## src/rtl/sport_pkg.sv

```systemverilog
package sport_pkg;
    typedef enum logic {RX_IDLE, RX_SHIFT} rx_state_t;
    typedef enum logic [1:0] {TX_IDLE, TX_LOW, TX_HIGH} tx_state_t;

    localparam logic [7:0] ADDR_RX_STAT = 8'h00;
    localparam logic [7:0] ADDR_TX_STAT = 8'h01;
    localparam logic [7:0] ADDR_DATA    = 8'h08;
    localparam logic [7:0] ADDR_SIZE    = 8'h10;
endpackage

```

## src/rtl/sport_rx_lane.sv

```systemverilog
module sport_rx_lane
    import sport_pkg::*;
#(
    parameter int DEPTH = 16,
    localparam int AW = $clog2(DEPTH)
) (
    input  logic        clk,
    input  logic        rst_n,
    input  logic        sclk,
    input  logic        fs,
    input  logic        sd,
    input  logic        size_wr,
    input  logic [7:0]  size_val,
    input  logic        rd_pop,
    output logic [7:0]  rd_byte,
    output logic        rdy,
    output logic        store,
    output logic [AW:0] fill
);
    rx_state_t st, st_nx;
    logic       sclk_q, rise;
    logic [2:0] nbit;
    logic [7:0] sr, byte_q;
    logic       byte_vld;

    logic [7:0]  mem [DEPTH];
    logic [AW:0] wp, rp;
    logic [7:0]  last, pkt_size, cnt;
    logic        empty, full, pop, push, ovf, done;

    assign rise = sclk & ~sclk_q;

    // state register
    always_ff @(posedge clk or negedge rst_n) begin
        if (!rst_n) st <= RX_IDLE;
        else        st <= st_nx;
    end

    // transitions: start, byte_done, resync
    always_comb begin
        st_nx = st;
        unique case (st)
            RX_IDLE:  if (rise && fs) st_nx = RX_SHIFT;
            RX_SHIFT: if (rise && !fs && nbit == 3'd7) st_nx = RX_IDLE;
            default:  st_nx = RX_IDLE;
        endcase
    end

    // shift datapath and byte output
    always_ff @(posedge clk or negedge rst_n) begin
        if (!rst_n) begin
            sclk_q   <= 1'b0;
            nbit     <= '0;
            sr       <= '0;
            byte_q   <= '0;
            byte_vld <= 1'b0;
        end else begin
            sclk_q   <= sclk;
            byte_vld <= 1'b0;
            if (rise) begin
                if (fs) begin
                    sr   <= {7'b0, sd};
                    nbit <= 3'd1;
                end else if (st == RX_SHIFT) begin
                    sr   <= {sr[6:0], sd};
                    nbit <= nbit + 3'd1;
                    if (nbit == 3'd7) begin
                        byte_vld <= 1'b1;
                        byte_q   <= {sr[6:0], sd};
                    end
                end
            end
        end
    end

    assign fill  = wp - rp;
    assign empty = (wp == rp);
    assign full  = (fill == (AW+1)'(DEPTH));
    assign pop   = rd_pop && !empty;
    assign push  = byte_vld && (!full || pop);
    assign ovf   = byte_vld && !push;
    assign done  = push && (pkt_size != 8'd0) && (({1'b0, cnt} + 9'd1) >= {1'b0, pkt_size});
    assign store = push;
    assign rd_byte = empty ? last : mem[rp[AW-1:0]];

    always_ff @(posedge clk) begin
        if (push) mem[wp[AW-1:0]] <= byte_q;
    end

    always_ff @(posedge clk or negedge rst_n) begin
        if (!rst_n) begin
            wp       <= '0;
            rp       <= '0;
            last     <= '0;
            pkt_size <= '0;
            cnt      <= '0;
            rdy      <= 1'b0;
        end else begin
            if (push) wp <= wp + 1'b1;
            if (pop) begin
                last <= mem[rp[AW-1:0]];
                rp   <= rp + 1'b1;
            end
            if (size_wr) pkt_size <= size_val;
            if (size_wr || ovf) begin
                cnt <= '0;
                rdy <= 1'b0;
            end else begin
                if (push) cnt <= done ? 8'd0 : cnt + 8'd1;
                if (done)        rdy <= 1'b1;   // packet set wins over read clear
                else if (rd_pop) rdy <= 1'b0;
            end
        end
    end
endmodule

```

## src/rtl/sport_tx_lane.sv

```systemverilog
module sport_tx_lane
    import sport_pkg::*;
#(
    parameter int CLK_DIV = 2,
    localparam int DW = $clog2(CLK_DIV) + 1
) (
    input  logic       clk,
    input  logic       rst_n,
    input  logic       wr,
    input  logic [7:0] wdata,
    output logic       busy,
    output logic       sclk,
    output logic       fs,
    output logic       sd
);
    tx_state_t st, st_nx;
    logic [7:0]    sr;
    logic [2:0]    bi;
    logic [DW-1:0] dc;
    logic          half_end;

    assign half_end = (dc == DW'(CLK_DIV - 1));

    // state register
    always_ff @(posedge clk or negedge rst_n) begin
        if (!rst_n) st <= TX_IDLE;
        else        st <= st_nx;
    end

    // transitions: accept, rise, next_bit, frame_end
    always_comb begin
        st_nx = st;
        unique case (st)
            TX_IDLE: if (wr) st_nx = TX_LOW;
            TX_LOW:  if (half_end) st_nx = TX_HIGH;
            TX_HIGH: if (half_end) st_nx = (bi == 3'd0) ? TX_IDLE : TX_LOW;
            default: st_nx = TX_IDLE;
        endcase
    end

    always_ff @(posedge clk or negedge rst_n) begin
        if (!rst_n) begin
            sr <= '0;
            bi <= '0;
            dc <= '0;
        end else if (st == TX_IDLE) begin
            dc <= '0;
            if (wr) begin
                sr <= wdata;
                bi <= 3'd7;
            end
        end else begin
            dc <= half_end ? '0 : dc + 1'b1;
            if (st == TX_HIGH && half_end) begin
                sr <= {sr[6:0], 1'b0};
                bi <= bi - 3'd1;
            end
        end
    end

    // outputs
    always_comb begin
        busy = (st != TX_IDLE);
        sclk = (st == TX_HIGH);
        sd   = busy & sr[7];
        fs   = busy & (bi == 3'd7);
    end
endmodule

```

## src/rtl/dsp_sport_bridge.sv

```systemverilog
module dsp_sport_bridge
    import sport_pkg::*;
#(
    parameter int NPORT   = 8,
    parameter int DEPTH   = 16,
    parameter int CLK_DIV = 2,
    localparam int AW = $clog2(DEPTH)
) (
    input  logic             clk,
    input  logic             rst_n,
    input  logic [7:0]       bus_addr,
    input  logic             bus_wr,
    input  logic             bus_rd,
    input  logic [7:0]       bus_wdata,
    output logic [7:0]       bus_rdata,
    input  logic [NPORT-1:0] rx_sclk,
    input  logic [NPORT-1:0] rx_fs,
    input  logic [NPORT-1:0] rx_sd,
    output logic [NPORT-1:0] tx_sclk,
    output logic [NPORT-1:0] tx_fs,
    output logic [NPORT-1:0] tx_sd
);
    logic [NPORT-1:0]        rx_rdy, rx_store, tx_busy;
    logic [NPORT*(AW+1)-1:0] rx_fill_flat;
    logic [7:0]              rx_byte [NPORT];

    for (genvar p = 0; p < NPORT; p++) begin : g_lane
        logic hit_data, hit_size;
        assign hit_data = (bus_addr == 8'(ADDR_DATA + 8'(p)));
        assign hit_size = (bus_addr == 8'(ADDR_SIZE + 8'(p)));

        sport_rx_lane #(.DEPTH(DEPTH)) u_rx (
            .clk      (clk),
            .rst_n    (rst_n),
            .sclk     (rx_sclk[p]),
            .fs       (rx_fs[p]),
            .sd       (rx_sd[p]),
            .size_wr  (bus_wr && hit_size),
            .size_val (bus_wdata),
            .rd_pop   (bus_rd && hit_data),
            .rd_byte  (rx_byte[p]),
            .rdy      (rx_rdy[p]),
            .store    (rx_store[p]),
            .fill     (rx_fill_flat[p*(AW+1) +: AW+1])
        );

        sport_tx_lane #(.CLK_DIV(CLK_DIV)) u_tx (
            .clk   (clk),
            .rst_n (rst_n),
            .wr    (bus_wr && hit_data),
            .wdata (bus_wdata),
            .busy  (tx_busy[p]),
            .sclk  (tx_sclk[p]),
            .fs    (tx_fs[p]),
            .sd    (tx_sd[p])
        );
    end

    always_comb begin
        bus_rdata = '0;
        if (bus_addr == ADDR_RX_STAT) bus_rdata = 8'(rx_rdy);
        if (bus_addr == ADDR_TX_STAT) bus_rdata = 8'(~tx_busy);
        for (int p = 0; p < NPORT; p++) begin
            if (bus_addr == 8'(ADDR_DATA + 8'(p))) bus_rdata = rx_byte[p];
        end
    end
endmodule

```

## config.mk

```make
export PLATFORM = sky130hd
export DESIGN_NAME = dsp_sport_bridge
export DESIGN_NICKNAME = d
export VERILOG_FILES = /design/src/rtl/sport_pkg.sv /design/src/rtl/sport_rx_lane.sv /design/src/rtl/sport_tx_lane.sv /design/src/rtl/dsp_sport_bridge.sv
export SDC_FILE = /design/constraint.sdc
export NUM_CORES = 2
export LEC_CHECK = 0
export ABC_AREA = 1
export BUFFER_PORTS_ARGS = -buffer_cell sky130_fd_sc_hd__buf_2
export CAP_MARGIN = 15
export CORE_UTILIZATION = 47
export CTS_CLUSTER_SIZE = 30
export DETAILED_ROUTE_END_ITERATION = 8
export GPL_TIMING_DRIVEN = 0
export PLACE_DENSITY = 0.65
export SKIP_CTS_REPAIR_TIMING = 1
export SYNTH_ARGS = -nofsm -noshare
export SYNTH_HDL_FRONTEND = slang
export SYNTH_SLANG_ARGS = --single-unit
```

## constraint.sdc

```tcl
create_clock -name clk -period 3.55 [get_ports clk]
set_input_delay 0.355 -clock clk [delete_from_list [all_inputs] [get_ports clk]]
set_output_delay 0.355 -clock clk [all_outputs]
set_load 0.05 [all_outputs]
```

==> impl_metrics.csv <==
group,metric,value,unit
run_status,status,"finished with violations",
run_status,violations,"negative setup slack",
cells_and_area,utilization,54.6,%
placement,portBuffers,68,
sta,fin_crit_sh,112,%
placement,placed_cell_area,73000,um2
sta,layout_setup_ws,-0.440,ns
synth,ys_ff_latch,1592,
critical_path,crit_slowest_cell,"dfrtp_1",
pwr,power_density,535,nW/um2
sta,rsz0062_at_grt,"true",
clock_tree,cts_tree,"built",
pwr,pwr-share-seq,47.9,%
sta,fin_crit,3.99,ns
floorplan,io_pins,76,
clock_tree,htree_levels,4,
floorplan,start_util,47.4,%
placement,gp_congestion,0.883,
clock_tree,numCtsBuffers,168,
synth,synth.avg_cell_area,10.3,um2
clock_tree,clk_path_buf_depth,3,
clock_tree,numClockSinks,1592,
critical_path,cpPeakStageDelay,0.37,ns
hold_path,holdCritPathClass,"input pin to flip-flop",
synth,yosysSeqAreaShare,64.2,%
critical_path,start_kind,"flip-flop",
routing,vias,50000,
synth,netlist_top_cells_count,"1,207 x nand2_1, 1,049 x nor2_1, 1,024 x edfxtp_1",
sta,setup_viol,8,
cells_and_area,area_delta_synth_final,15.2,%
global_routing,antenna_found_initial,12,
global_routing,track_usage,23.3,%
floorplan,fp.dieH,388,um
routing,wl_per_cell,19.2,um
synth,synthArstFlopShare,35.7,%
floorplan,row_count,141,
critical_path,crit_chain,"buf_6 > inv_6 > buf_12 > ha_4 > nand2_4 > nor3_4 > inv_2 > buf_6 > nor2_2 > nor2_1 > nand2_1 > nand4_1 > nor3_4 > nand4_1 > buf_6",
critical_path,cp.arrival,3.64,ns
critical_path,endpoint_kind,"primary output",
pwr,p_leak,35.7,nW
global_routing,overflow,0,
synth,synth_ff_type,"edfxtp_1",
sta,fmax,0.251,GHz
clock_tree,cts_root_buffer,"clkbuf_16",
global_routing,grt_pass1_wl,273000,um
routing,drc,0,
routing,ant_nets,0,
synth,syn_area,70100,um2
pwr,internal_power,31.8,mW
cells_and_area,final-instance-count-excl-fill,9213,
synth,synth.most_common_cell,"nand2_1",
global_routing,grt_pass1_vias,47800,
synth,synth_edf_count,1024,
clock_tree,insertion_delay,0.84,ns
clock_tree,path_clk_slew,0.06,ns
placement,dp_hpwl,118000,um
synth,ys_types,51,
synth,ys_top_cells_by_area,"edfxtp_1 44%, dfrtp_1 20%, nand2_1 6.5%, nor2_1 5.6%, o21ai_0 5.4%",
sta,whs,0.0129,ns
critical_path,cp_common_cell,"buf_6",
routing,first_pass_iters,6,
sta,hold_viol,0,
pwr,pwr-share-comb,11.9,%
job,drv_cap,0,
critical_path,critPathRequiredTime,3.19,ns
pwr,sw_frac_of_total,26.4,%
routing,viasPerCell,5.42,
routing,first_iter_violations,4357,
critical_path,cp_max_fo,10,
placement,dpl_worst_slack,-1.16,ns
pwr,power_frac_clock,40.3,%
synth,syn-num-nets,7021,
critical_path,crit_type,"flip-flop to primary output",
floorplan,die_w,388,um
synth,synth_top_cell_area_share,43.9,%
pwr,power.total,43.2,mW
cells_and_area,fin_area,80700,um2
sta,tightest_slew,1.05,ns
sta,final.setup_skew,0.0367,ns
pwr,netSwitchingPower,11.4,mW
global_routing,grt_max_degree,117,
synth,yosysTopAreaCell,"edfxtp_1",
floorplan,coreArea,148000,um2
placement,dp_cells,8796,
cells_and_area,nNetsFinal,7366,
cells_and_area,nFillCells,12600,
routing,wirelength,177000,um
sta,relSlewSlack,29.8,%
synth,synthCells,6793,
pwr,ir_drop,0.000468,V
sta,finalSetupTns,-3.06,ns
cells_and_area,drive_above_1_share,10.9,%
synth,ys_warn_count,0,
sta,drv_slew,0,
floorplan,die-area,151000,um2
==> cells in the final DEF, fill, tap and decap left out, types with 36 or more instances in the layout <==
master and n:
buf_2 99, o211ai_1 92, edfxtp_1 1024, nor2_4 36, dfrtp_1 559, clkbuf_2 51
clkbuf_16 171, xor2_1 107, o22ai_1 121, ha_1 174, a21oi_1 82, nor2_2 40
nor2_1 987, clkbuf_1 127, nand4_1 46, inv_1 617, nand2_1 1184, nand3_1 296
buf_4 98, a31oi_1 72, o21ai_0 734
==> layer usage <==
layer	global-route usage [%]	vias to the layer above	part of all wire, %
li1	-	23800	-
met1	32.9	24200	44
met2	36.0	1629	46
met3	3.96	312	6.8
met4	8.89	16	3.2
met5	0	-	0.058
==> logic make-up after synthesis <==
kind of cell,count (synthesis),synth area share (%)
buf+inv,930,5.17
flops,1592,64.2
compound gates,1233,9.92
simple gates,2728,15.9
xor+xnor,126,1.58
fa+ha+maj,184,3.29
==> critical path, delay by kind of cell (launching register included) <==
family,cells,cell delay (ns)
flops,1,0.37
fa+ha+maj,1,0.27
buf+inv,6,0.81
simple gates,8,1.34
==> path summary, 6_finish.rpt <==
path / from / end / slack, ns / cells after the start
min in group asynchronous: rst_n / g_lane[4].u_rx.sr[5]$_DFFE_PN0P_ / 0.02 / 2
max in group asynchronous: rst_n / g_lane[6].u_rx.byte_q[5]$_DFFE_PN0P_ / 1.12 / 6
hold reg to reg: g_lane[6].u_tx.dc[0]$_DFF_PN0_ / g_lane[6].u_tx.dc[0]$_DFF_PN0_ / 0.45 / 1
hold / removal: bus_addr[5] / g_lane[0].u_rx.pkt_size[7]$_DFFE_PN0P_ / 0.01 / 4
setup / recovery: g_lane[2].u_rx.rp[1]$_DFFE_PN0P_ / bus_rdata[4] / -0.44 / 15
setup reg to reg: g_lane[1].u_rx.rp[1]$_DFFE_PN0P_ / g_lane[1].u_rx.mem[14][4]$_DFFE_PP_ / 0.18 / 15
==> flip-flops by register name (all words and copies together), names as in the netlist <==
| name | count |
|---|---|
| g_lane.u_rx.mem | 1024 |
| g_lane.u_rx.byte_q | 64 |
| g_lane.u_rx.cnt | 64 |
| g_lane.u_rx.last | 64 |
| g_lane.u_rx.pkt_size | 64 |
| g_lane.u_tx.sr | 64 |
| g_lane.u_rx.sr | 56 |
| g_lane.u_rx.rp | 40 |
| g_lane.u_rx.wp | 40 |
| g_lane.u_rx.nbit | 24 |
| g_lane.u_tx.bi | 24 |
| g_lane.u_tx.dc | 16 |
| g_lane.u_tx.st | 16 |
| g_lane.u_rx.byte_vld | 8 |
| g_lane.u_rx.rdy | 8 |
| g_lane.u_rx.sclk_q | 8 |
| g_lane.u_rx.st | 8 |
==> final cells by class <==
| cell class | count | area (um2) | share of cell area [%] |
|---|---|---|---|
| Timing Repair Buffer | 174 | 1490 | 1.85 |
| Multi-Input combinational cell | 4272 | 22200 | 27.5 |
| Antenna cell | 1 | 2.50 | 0.00310 |
| Clock inverter | 80 | 748 | 0.927 |
| Timing Repair inverter | 1 | 7.51 | 0.00930 |
| Clock buffer | 234 | 4740 | 5.88 |
| Tap cell | 1930 | 2410 | 2.99 |
| Buffer | 264 | 1540 | 1.91 |
| Sequential cell | 1592 | 45000 | 55.7 |
| Inverter | 665 | 2550 | 3.16 |
==> power groups by stage <==
stage               clock network [mW]  registers, mW  logic, mW
floorplan                            0           20.9       3.32
detailed placement                   0           21.0       4.82
CTS                               17.6           20.7       4.84
global placement                     0           21.0       4.67
finish                            17.4           20.7       5.12
global route                      18.3           20.7       5.72
No activity file was read; power rests on OpenSTA's default activity.
